--- src/rtl/interleave_pkg.sv ---
// Package: shared constants and types for the interleaved start scheduler.
// Assumes three converters and a 5-bit mode field.
package interleave_pkg;
    localparam int MODE_W = 5;
    localparam logic [MODE_W-1:0] MODE_INDEP = 5'b00000;
    localparam logic [MODE_W-1:0] MODE_INTL3 = 5'b10111;

    typedef enum logic {
        SEQ_IDLE = 1'b0,
        SEQ_RUN  = 1'b1
    } seq_state_e;
endpackage

--- src/rtl/interleave_spacing.sv ---
// Module: interleave_spacing
// Works out the start-to-start spacing: the larger of the delay setting
// plus its base offset and the sampling time plus its pad.
// Assumes SP_W is wide enough for both sums (the top derives it).
module interleave_spacing #(
    parameter int DLY_W    = 4,
    parameter int SMP_W    = 5,
    parameter int SP_W     = 7,
    parameter int DLY_BASE = 5,
    parameter int SMP_PAD  = 2
) (
    input  logic [DLY_W-1:0] delay_i,
    input  logic [SMP_W-1:0] smp_i,
    output logic [SP_W-1:0]  spacing_o
);
    logic [SP_W-1:0] dly_sum;
    logic [SP_W-1:0] smp_sum;

    // Both candidate spacings, then the larger of the two
    always_comb begin
        dly_sum   = SP_W'(delay_i) + SP_W'(DLY_BASE);
        smp_sum   = SP_W'(smp_i) + SP_W'(SMP_PAD);
        spacing_o = (dly_sum > smp_sum) ? dly_sum : smp_sum;
    end

    // The spacing honours both floors
    always_comb begin
        assert_spacing_floor_R2: assert (spacing_o >= smp_sum && spacing_o >= dly_sum);
    end
endmodule

--- src/rtl/interleave_seq.sv ---
// Module: interleave_seq
// Round-robin sequencer. It accepts a trigger, issues one-hot start pulses
// one spacing apart, wraps or stops depending on cont_i, parks outside
// interleaved mode, and stays locked after an abort until the independent
// code is seen.
// Assumes spacing_i >= 2, so that pulses never merge.
module interleave_seq
    import interleave_pkg::*;
#(
    parameter int NCONV = 3,
    parameter int SP_W  = 7
) (
    input  logic              clk,
    input  logic              rst_n,
    input  logic [MODE_W-1:0] mode_i,
    input  logic              cont_i,
    input  logic              trig_i,
    input  logic              abort_i,
    input  logic [SP_W-1:0]   spacing_i,
    output logic [NCONV-1:0]  start_o
);
    localparam int PTR_W = (NCONV > 1) ? $clog2(NCONV) : 1;
    localparam logic [PTR_W-1:0] PTR_LAST = PTR_W'(NCONV - 1);
    localparam logic [NCONV-1:0] ONE_HOT0 = NCONV'(1);

    seq_state_e       st_q;
    logic [PTR_W-1:0] ptr_q;
    logic [SP_W-1:0]  cnt_q;
    logic [SP_W-1:0]  sp_q;
    logic [NCONV-1:0] start_q;
    logic             locked_q;
    logic             first_q;
    logic [SP_W-1:0]  gap_q;
    logic             intl;

    // Mode decode for the interleaved code
    always_comb intl = (mode_i == MODE_INTL3);

    // Abort lock: set by abort, cleared by the independent code
    always_ff @(posedge clk) begin
        if (!rst_n)                    locked_q <= 1'b0;
        else if (abort_i)              locked_q <= 1'b1;
        else if (mode_i == MODE_INDEP) locked_q <= 1'b0;
    end

    // Sequencer state, rotation pointer, spacing counter and start pulses
    always_ff @(posedge clk) begin
        if (!rst_n) begin
            st_q    <= SEQ_IDLE;
            ptr_q   <= '0;
            cnt_q   <= '0;
            sp_q    <= '0;
            start_q <= '0;
            first_q <= 1'b0;
        end else begin
            start_q <= '0;
            first_q <= 1'b0;
            if (abort_i || !intl) begin
                st_q  <= SEQ_IDLE;
                ptr_q <= '0;
                cnt_q <= '0;
            end else begin
                case (st_q)
                    SEQ_IDLE: begin
                        if (trig_i && !locked_q) begin
                            st_q    <= SEQ_RUN;
                            start_q <= ONE_HOT0;
                            first_q <= 1'b1;
                            ptr_q   <= PTR_W'(1);
                            sp_q    <= spacing_i;
                            cnt_q   <= spacing_i - SP_W'(1);
                        end
                    end
                    SEQ_RUN: begin
                        if (cnt_q == '0) begin
                            start_q <= ONE_HOT0 << ptr_q;
                            cnt_q   <= sp_q - SP_W'(1);
                            if (ptr_q == PTR_LAST) begin
                                ptr_q <= '0;
                                if (!cont_i) st_q <= SEQ_IDLE;
                            end else begin
                                ptr_q <= ptr_q + PTR_W'(1);
                            end
                        end else begin
                            cnt_q <= cnt_q - SP_W'(1);
                        end
                    end
                    default: st_q <= SEQ_IDLE;
                endcase
            end
        end
    end

    // Independent cycle counter since the last start, used by the checks
    always_ff @(posedge clk) begin
        if (!rst_n)              gap_q <= '0;
        else if (start_q != '0)  gap_q <= SP_W'(1);
        else if (gap_q != '1)    gap_q <= gap_q + SP_W'(1);
    end

    assign start_o = start_q;

    // at most one converter is started in any cycle
    assert_onehot_start_R3: assert property (@(posedge clk) disable iff (!rst_n)
        $onehot0(start_q));

    // a start pulse lasts one clock
    assert_pulse_width_R3: assert property (@(posedge clk) disable iff (!rst_n)
        (start_q != '0) |=> (start_q == '0));

    // every start after the first of a round is one captured spacing later
    assert_spacing_gap_R2: assert property (@(posedge clk) disable iff (!rst_n)
        (start_q != '0 && !first_q) |-> (gap_q == sp_q));

    // no start while the mode is not interleaved
    assert_park_quiet_R7: assert property (@(posedge clk) disable iff (!rst_n)
        !intl |=> (start_q == '0));

    // no start while locked
    assert_lock_quiet_R8: assert property (@(posedge clk) disable iff (!rst_n)
        locked_q |=> (start_q == '0));
endmodule

--- src/rtl/interleave_conv_model.sv ---
// Module: interleave_conv_model
// Timing model of one converter. A start pulse captures the sampling time.
// The done pulse rises smp + CONV_LAT clocks after the start rises.
// A new start during a conversion restarts the count.
// Assumes CONV_LAT >= 2.
module interleave_conv_model #(
    parameter int SMP_W    = 5,
    parameter int CONV_LAT = 12
) (
    input  logic             clk,
    input  logic             rst_n,
    input  logic             start_i,
    input  logic [SMP_W-1:0] smp_i,
    output logic             done_o
);
    localparam int CW = $clog2((1 << SMP_W) + CONV_LAT) + 1;

    logic [CW-1:0] total;
    logic [CW-1:0] cnt_q;
    logic          act_q;
    logic          done_q;

    // Full duration of the conversion from the current sampling time
    always_comb total = CW'(smp_i) + CW'(CONV_LAT);

    // Countdown from start to completion, with a one-clock done pulse
    always_ff @(posedge clk) begin
        if (!rst_n) begin
            cnt_q  <= '0;
            act_q  <= 1'b0;
            done_q <= 1'b0;
        end else begin
            done_q <= 1'b0;
            if (start_i) begin
                cnt_q <= total - CW'(2);
                act_q <= 1'b1;
            end else if (act_q) begin
                if (cnt_q == '0) begin
                    done_q <= 1'b1;
                    act_q  <= 1'b0;
                end else begin
                    cnt_q <= cnt_q - CW'(1);
                end
            end
        end
    end

    assign done_o = done_q;

    // the done pulse is one clock wide
    assert_done_width_R9: assert property (@(posedge clk) disable iff (!rst_n)
        done_q |=> !done_q);

    // done only follows an active conversion
    assert_done_after_active_R9: assert property (@(posedge clk) disable iff (!rst_n)
        $rose(done_q) |-> $past(act_q));
endmodule

--- src/rtl/interleave_sched.sv ---
// Module: interleave_sched (top)
// Interleaved start scheduler for NCONV converters. It ties the spacing
// calculator, the round-robin sequencer and one timing model per converter.
// Assumes synchronous inputs and DLY_BASE >= 2.
module interleave_sched
    import interleave_pkg::*;
#(
    parameter int NCONV    = 3,
    parameter int DLY_W    = 4,
    parameter int SMP_W    = 5,
    parameter int DLY_BASE = 5,
    parameter int SMP_PAD  = 2,
    parameter int CONV_LAT = 12
) (
    input  logic              clk,
    input  logic              rst_n,
    input  logic [MODE_W-1:0] mode_i,
    input  logic              cont_i,
    input  logic [DLY_W-1:0]  delay_i,
    input  logic [SMP_W-1:0]  smp_i,
    input  logic              trig_i,
    input  logic              abort_i,
    output logic [NCONV-1:0]  start_o,
    output logic [NCONV-1:0]  done_o
);
    localparam int SP_W = ((SMP_W > DLY_W) ? SMP_W : DLY_W) + 2;

    logic [SP_W-1:0]  spacing;
    logic [NCONV-1:0] start_w;

    // Spacing from the delay setting and the sampling time
    interleave_spacing #(
        .DLY_W(DLY_W), .SMP_W(SMP_W), .SP_W(SP_W),
        .DLY_BASE(DLY_BASE), .SMP_PAD(SMP_PAD)
    ) u_spacing (
        .delay_i  (delay_i),
        .smp_i    (smp_i),
        .spacing_o(spacing)
    );

    // Round-robin start sequencer
    interleave_seq #(.NCONV(NCONV), .SP_W(SP_W)) u_seq (
        .clk      (clk),
        .rst_n    (rst_n),
        .mode_i   (mode_i),
        .cont_i   (cont_i),
        .trig_i   (trig_i),
        .abort_i  (abort_i),
        .spacing_i(spacing),
        .start_o  (start_w)
    );

    // One conversion timing model for each converter
    for (genvar g = 0; g < NCONV; g++) begin : g_conv
        interleave_conv_model #(.SMP_W(SMP_W), .CONV_LAT(CONV_LAT)) u_conv (
            .clk    (clk),
            .rst_n  (rst_n),
            .start_i(start_w[g]),
            .smp_i  (smp_i),
            .done_o (done_o[g])
        );
    end

    assign start_o = start_w;
endmodule

--- config.mk ---
export PLATFORM = sky130hd
export DESIGN_NAME = interleave_sched
export DESIGN_NICKNAME = d
export VERILOG_FILES = /design/src/rtl/interleave_pkg.sv /design/src/rtl/interleave_spacing.sv /design/src/rtl/interleave_seq.sv /design/src/rtl/interleave_conv_model.sv /design/src/rtl/interleave_sched.sv
export SDC_FILE = /design/constraint.sdc
export NUM_CORES = 1
export LEC_CHECK = 0
export ABC_AREA = 1
export BUFFER_PORTS_ARGS = -buffer_cell sky130_fd_sc_hd__buf_2
export CAP_MARGIN = 20
export CORE_MARGIN = 4
export CORE_UTILIZATION = 58
export CTS_BUF_LIST = sky130_fd_sc_hd__clkbuf_2
export CTS_CLUSTER_SIZE = 30
export DETAILED_ROUTE_END_ITERATION = 16
export PLACE_DENSITY = 0.88
export SYNTH_ARGS = -nofsm -noshare
export SYNTH_HDL_FRONTEND = slang
export SYNTH_SLANG_ARGS = --single-unit
--- constraint.sdc ---
create_clock -name clk -period 6.8 [get_ports clk]
set_clock_uncertainty 0.2 [all_clocks]
set_input_delay 1.36 -clock clk [delete_from_list [all_inputs] [get_ports clk]]
set_output_delay 1.36 -clock clk [all_outputs]
set_load 0.005 [all_outputs]
* Word level (Yosys, flattened, before mapping)
Index checks and enable logic that the tools add are counted.
Cells by class: reductions and logical operators 22, muxes and demuxes 39, equal/unequal tests 7, $lt $le $gt $ge 1, shifts and indexed selects 1, add/subtract/negate cells 11, bitwise operators 6
Operators by type and width (number):
- 7-bit 2-to-1 mux | 12
- 7-bit by 1-bit subtractor with 7-bit output, second input constant | 6
- 7-bit logical NOT | 4
- 1-bit 2-to-1 mux | 19
- 7-bit one-hot mux with 2 select lines | 1
- 3-bit OR reduction | 3
- 2-bit != test, second input constant | 4
- 2-bit AND reduction | 4
- 2-bit nonzero test | 4
- 7-bit > comparator | 1
- 7-bit by 2-bit subtractor with 7-bit output, second input constant | 1
- 5-bit by 2-bit adder with 6-bit output, second input constant | 1
- 5-bit by 4-bit adder with 6-bit output, second input constant | 1
- 2-bit 2-to-1 mux | 3
- 1-bit NOT | 6
- 3-bit one-hot mux with 2 select lines | 1
- 4-bit by 3-bit adder with 5-bit output, second input constant | 1
- 5-bit equality test, second input constant | 1
- 5-bit logical NOT | 1
- 2-bit one-hot mux with 2 select lines | 1
- 3-bit 2-to-1 mux | 1
- 3-bit AND reduction | 1
- 1-bit by 2-bit << shifter with 3-bit output, first input constant | 1
- 2-bit by 1-bit adder with 2-bit output, second input constant | 1
- other kinds (7) | 8
Storage, ports and cells: logic and storage cells 102, register bits after elaboration 48, input bits 19, output and inout bits 6

* Longest topological paths before layout
depth after elaboration 6, gate-level depth with buffers 22

* By module
A second synthesis with hierarchy kept.
Unflattened totals: cell total of the unflattened synthesis 486, area total of the unflattened synthesis 3286.9 um2
Modules (own cells, without submodules):
- interleave_conv_model | cells an instance 87, times used 3, area an instance 591.8 um2
- interleave_seq | cells an instance 160, times used 1, area an instance 1136.1 um2
- interleave_spacing | cells an instance 65, times used 1, area an instance 375.4 um2

* Least setup slack after synthesis
Ideal clock, no wire load.
path kind input port to flip-flop, from input delay_i[0], to register u_seq.cnt_q[1], slack 3.051 ns, cell stages on the path 18, buffers on the path 0, setup time 0.070 ns, arrival time 3.479 ns, path through ha_1 o21ai_0 inv_1 ha_1 nand2_1 inv_1 nand2_2 inv_2 nand2_4 nand2_4 nand2_8 nand2_1 nand3_1 nand2_1 inv_2 ha_1 or2_2 a21oi_1
On the way: longest elaborated chain between the ends 6
Ends and longest elaborated chain:
- start: declaration | RTL line interleave_sched.sv:19 | input logic [DLY_W-1:0] delay_i,
- 4-bit by 3-bit adder with 5-bit output * | RTL line interleave_spacing.sv:21 | dly_sum = SP_W'(delay_i) + SP_W'(DLY_BASE);
- 7-bit > comparator | RTL line interleave_spacing.sv:23 | spacing_o = (dly_sum > smp_sum) ? dly_sum : smp_sum;
- 7-bit 2-to-1 mux * | RTL line interleave_spacing.sv:23
- 7-bit by 1-bit subtractor with 7-bit output * | RTL line interleave_seq.sv:71 | cnt_q <= spacing_i - SP_W'(1);
- 7-bit 2-to-1 mux * | RTL line interleave_seq.sv:65 | if (trig_i && !locked_q) begin
- 7-bit one-hot mux with 2 select lines * | RTL line interleave_seq.sv:63 | case (st_q)
- end signal: assignment | RTL line interleave_seq.sv:71
- end signal: assignment | RTL line interleave_seq.sv:77 | cnt_q <= sp_q - SP_W'(1);
- end signal: assignment | RTL line interleave_seq.sv:85 | cnt_q <= cnt_q - SP_W'(1);
- end: declaration | RTL line interleave_seq.sv:28 | logic [SP_W-1:0] cnt_q;
Every way passes the cells marked *; elsewhere a longest branch is shown, timed or not. The select of a mux whose other input is x is not followed. A chain may end at the register's enable or synchronous reset.

* Worst setup path after layout
from input delay_i[0], to register u_seq.cnt_q[4]
Same word-level chain as after synthesis.

==> results.md <==
- DRT iter0 DRCs: 108
- Combinational share of power: 21.7%
- # setup viols final: 0
- Hold-fix buffers, CTS: 0
- Longest Clk Path Bufs: 2
- CP max-delay cell: ha_1
- Post-CTS Setup Bufs: 0
- Psw: 166.4 uW
- Die Area: 6476 um2
- Switching power share of the total: 32.86%
- Layout cells sized above 1: 14.57%
- Post-layout min period: around 3.7 ns
- Synthesized area: 3047 um2
- Leakage: 1.535 nW
- RePlAce Congestion: 0.8910
- Cell area after layout: ~3200 um2
- WL final: approximately 6.5 mm
- Setup TNS: 0 ns
- N_diodes: 0
- Root buffer cell: clkbuf_2
- R2R Setup Slk: 4.56 ns
- Layout Cells excl Fill: 516
- Vias in the first global route: 2629
- Power Internal: ~340 uW
- Die height: 80.48 um
- Starting density of the core: 59.65%
- # DRC: 0
- Grt total ovfl: 0
- Family with the most delay on the worst path: simple AND/OR/NAND/NOR gates
- CTS HTree Levels: 2
- Input/output buffers: 24
- Reg power frac: a little over half
- Post-DP HPWL: 5.019 mm
- Startpoint types: primary input
- Post-Syn Instances: between 400 and 500
- Post_cts resized: 0
- Worst setup EP type: flip-flop
- # rows: 26
- Layout area overhead: 5.544%
- Pre-antenna DRT Iters: 5
- Outcome: finished, final reports clean
- Final hold viol count: 0
- Yosys reg bits: 47
- Initial antenna violation count: 0
- Cell Chain, Critical Path: buf_2 > ha_1 > o21ai_0 > inv_1 > ha_1 > nand2_1 > inv_1 > o21ai_1 > nand2_4 > nand2_8 > nand2_1 > nand3_1 > nand2_1 > inv_2 > ha_1 > nand3_2 > nor2_4 > nor2_1 > o21ai_1 > inv_1
- Layout Nets: 483
- Actual slew at the worst max-slew pin: 0.7675 ns
- Period utilization: 54.83%
- Worst Path Arrival: around 3.9 ns
- Most frequent cells in the layout: 65 x nand2_1, 63 x inv_1, 47 x dfxtp_1
- CP Data Required Time: 6.95 ns
- Clk slew on worst S/H paths: 0.25 ns
- Largest net degree at the start of global routing: 23
- Final slew viol count: 0
- Placed Instance Area: between 3000 and 4000 um2
- Wire length per cell: 12.57 um
- Max cap viols: 0
- Worst min-delay path class: flip-flop to flip-flop
- Max-slew headroom: between 40% and 50%
- Number of buffers and inverters on the critical path: 5
- PD cells: 157.5 nW/um2
- Slowest Stage Delay on Critical Path: slightly above 0.3 ns
- Clk Latency, worst-skew pair: 0.42 ns
- Clk sinks: between 40 and 50
- Peak VDD IR: 0.1042 mV
- CTS tree: done
- RSZ-0062 raised after global routing: no
- Power consumption: 506.5 uW
- Placed instance count: 508
- Total nets after synthesis: 467
- Vias per inst: 5.382
- First-pass GRT wire length: roughly 11 mm
- Setup Crit Path Kind: primary input to flip-flop
- Most common cell after layout, fill and taps aside: nand2_1
- Netlist cell types: 42
- Vias post-DR: 2777
- Overall routing resource usage: 21.33%
- YS warnings: 0
- Clock network fraction of total power: 23.5%
- Avg Cell Area, Syn: 7.102 um2
- Core area: 5107 um2
- Crit-path max FO: 6
- Seq/Total Area, Yosys: a little over 30%
- Final ANT Viol Nets: 0
- Hold_ws: 0.2815 ns
- Num CTS Buffers: 5
- Fmax: 268.2 MHz
- Die Wd: around 80 um
- I/O Pins: 25
-- power by group through the flow --
stage	clock (mW)	sequential, mW	combinational [mW]
after global placement	0	0.283	0.107
after detailed placement	0	0.283	0.110
after floorplan	0	0.282	0.0846
after CTS	0.121	0.278	0.110
final	0.119	0.278	0.110
after global routing	0.130	0.278	0.125
-- cell type report --
cell class | instances | area, um2
fillers | 476 | 1892
multi-input cells | 300 | 1772
flip-flops and latches | 47 | 940.9
inverters | 67 | 251.5
repair buffers | 24 | 120.1
well taps | 70 | 87.58
clock buffers | 5 | 25.02
clock inverters | 3 | 18.77
-- synthesized netlist by cell type --
| cell | count | share of area [%] |
|---|---|---|
| nand2_1 | 65 | 8.0 |
| inv_1 | 63 | 7.8 |
| dfxtp_1 | 47 | 31 |
| nor2_1 | 45 | 5.5 |
| a21oi_1 | 35 | 5.7 |
| o21ai_0 | 30 | 4.9 |
| nand3_1 | 20 | 3.3 |
| ha_1 | 19 | 7.8 |
| o211ai_1 | 11 | 2.7 |
| xor2_1 | 11 | 3.2 |
| nand2_2 | 7 | 1.4 |
| buf_4 | 6 | 1.5 |
| clkbuf_1 | 6 | 0.74 |
| nand3_2 | 6 | 2.0 |
| nor3_1 | 5 | 0.82 |
| a22oi_1 | 4 | 0.99 |
| inv_2 | 4 | 0.49 |
| nand4_1 | 4 | 0.82 |
| nor4_1 | 4 | 0.82 |
| or2_2 | 4 | 0.82 |
| a31oi_1 | 3 | 0.62 |
| buf_2 | 3 | 0.49 |
| nand2_4 | 3 | 1.1 |
| o21ai_1 | 3 | 0.49 |
| a21o_1 | 2 | 0.49 |
| a221oi_1 | 2 | 0.58 |
| nor2_4 | 2 | 0.74 |
| a21oi_2 | 1 | 0.29 |
| a21oi_4 | 1 | 0.53 |
| a31o_2 | 1 | 0.29 |
| a32o_1 | 1 | 0.33 |
| nand2_8 | 1 | 0.66 |
| nand3_4 | 1 | 0.58 |
| nor2_2 | 1 | 0.21 |
| o211a_1 | 1 | 0.33 |
| o21a_1 | 1 | 0.25 |
| o21bai_1 | 1 | 0.25 |
| o22ai_1 | 1 | 0.21 |
| o31ai_1 | 1 | 0.25 |
| o32ai_1 | 1 | 0.29 |
| o32ai_2 | 1 | 0.53 |
| xnor2_1 | 1 | 0.29 |
-- path summary, 6_finish.rpt --
path | start | endpoint | cells past startpoint
worst max-delay path | delay_i[0] | u_seq.cnt_q[4] | 20
worst min-delay path | g_conv[0].u_conv.act_q | g_conv[0].u_conv.done_o | 2
worst max register to register | u_seq.cnt_q[2] | u_seq.cnt_q[1] | 10
worst min register to register | g_conv[0].u_conv.act_q | g_conv[0].u_conv.done_o | 2
-- registers in the layout, summed over array words and instances (netlist names) --
name / flops
u_seq.start_o: 3
u_seq.ptr_q: 2
g_conv.u_conv.cnt_q: 21
u_seq.sp_q: 6
g_conv.u_conv.done_o: 3
u_seq.cnt_q: 7
g_conv.u_conv.act_q: 3
u_seq.st_q: 1
u_seq.locked_q: 1
-- cell families after synthesis --
family	Yosys count	synth area share [%]
adders and majority gates	19	7.803
and+or+nand+nor	168	26.82
buffers and inverters	82	10.96
AOI/OAI and AO/OA	101	20.08
DFF	47	30.88
xor gates and xnor gates	12	3.450
-- routing by layer --
layer,share of wire [%],GRT usage (%),vias to the layer above
met1,43,25.86,1260
met2,51,37.91,61
met5,0,0,-
met3,3.9,3.924,15
li1,-,-,1441
met4,1.8,6.588,0
-- per-stage QoR --
stage / utilization [%] / setup WS [ns]
6_report: 62.96 / 3.072
5_1_grt: 62.96 / 2.862
4_1_cts: 62.96 / 3.106
3_5_place_dp: 62.10 / 2.630
3_3_place_gp: 62.10 / 2.717
2_1_floorplan: - / 3.051
-- worst reg2reg max path, delay by kind of cell, from the launching register on --
kind            cells  cell delay (ns)
compound gates      2             0.24
flops               1             0.37
fa+ha+maj           1             0.27
buf+inv             2             0.13
simple gates        5             0.97
No activity file was read; power rests on OpenSTA's default activity.
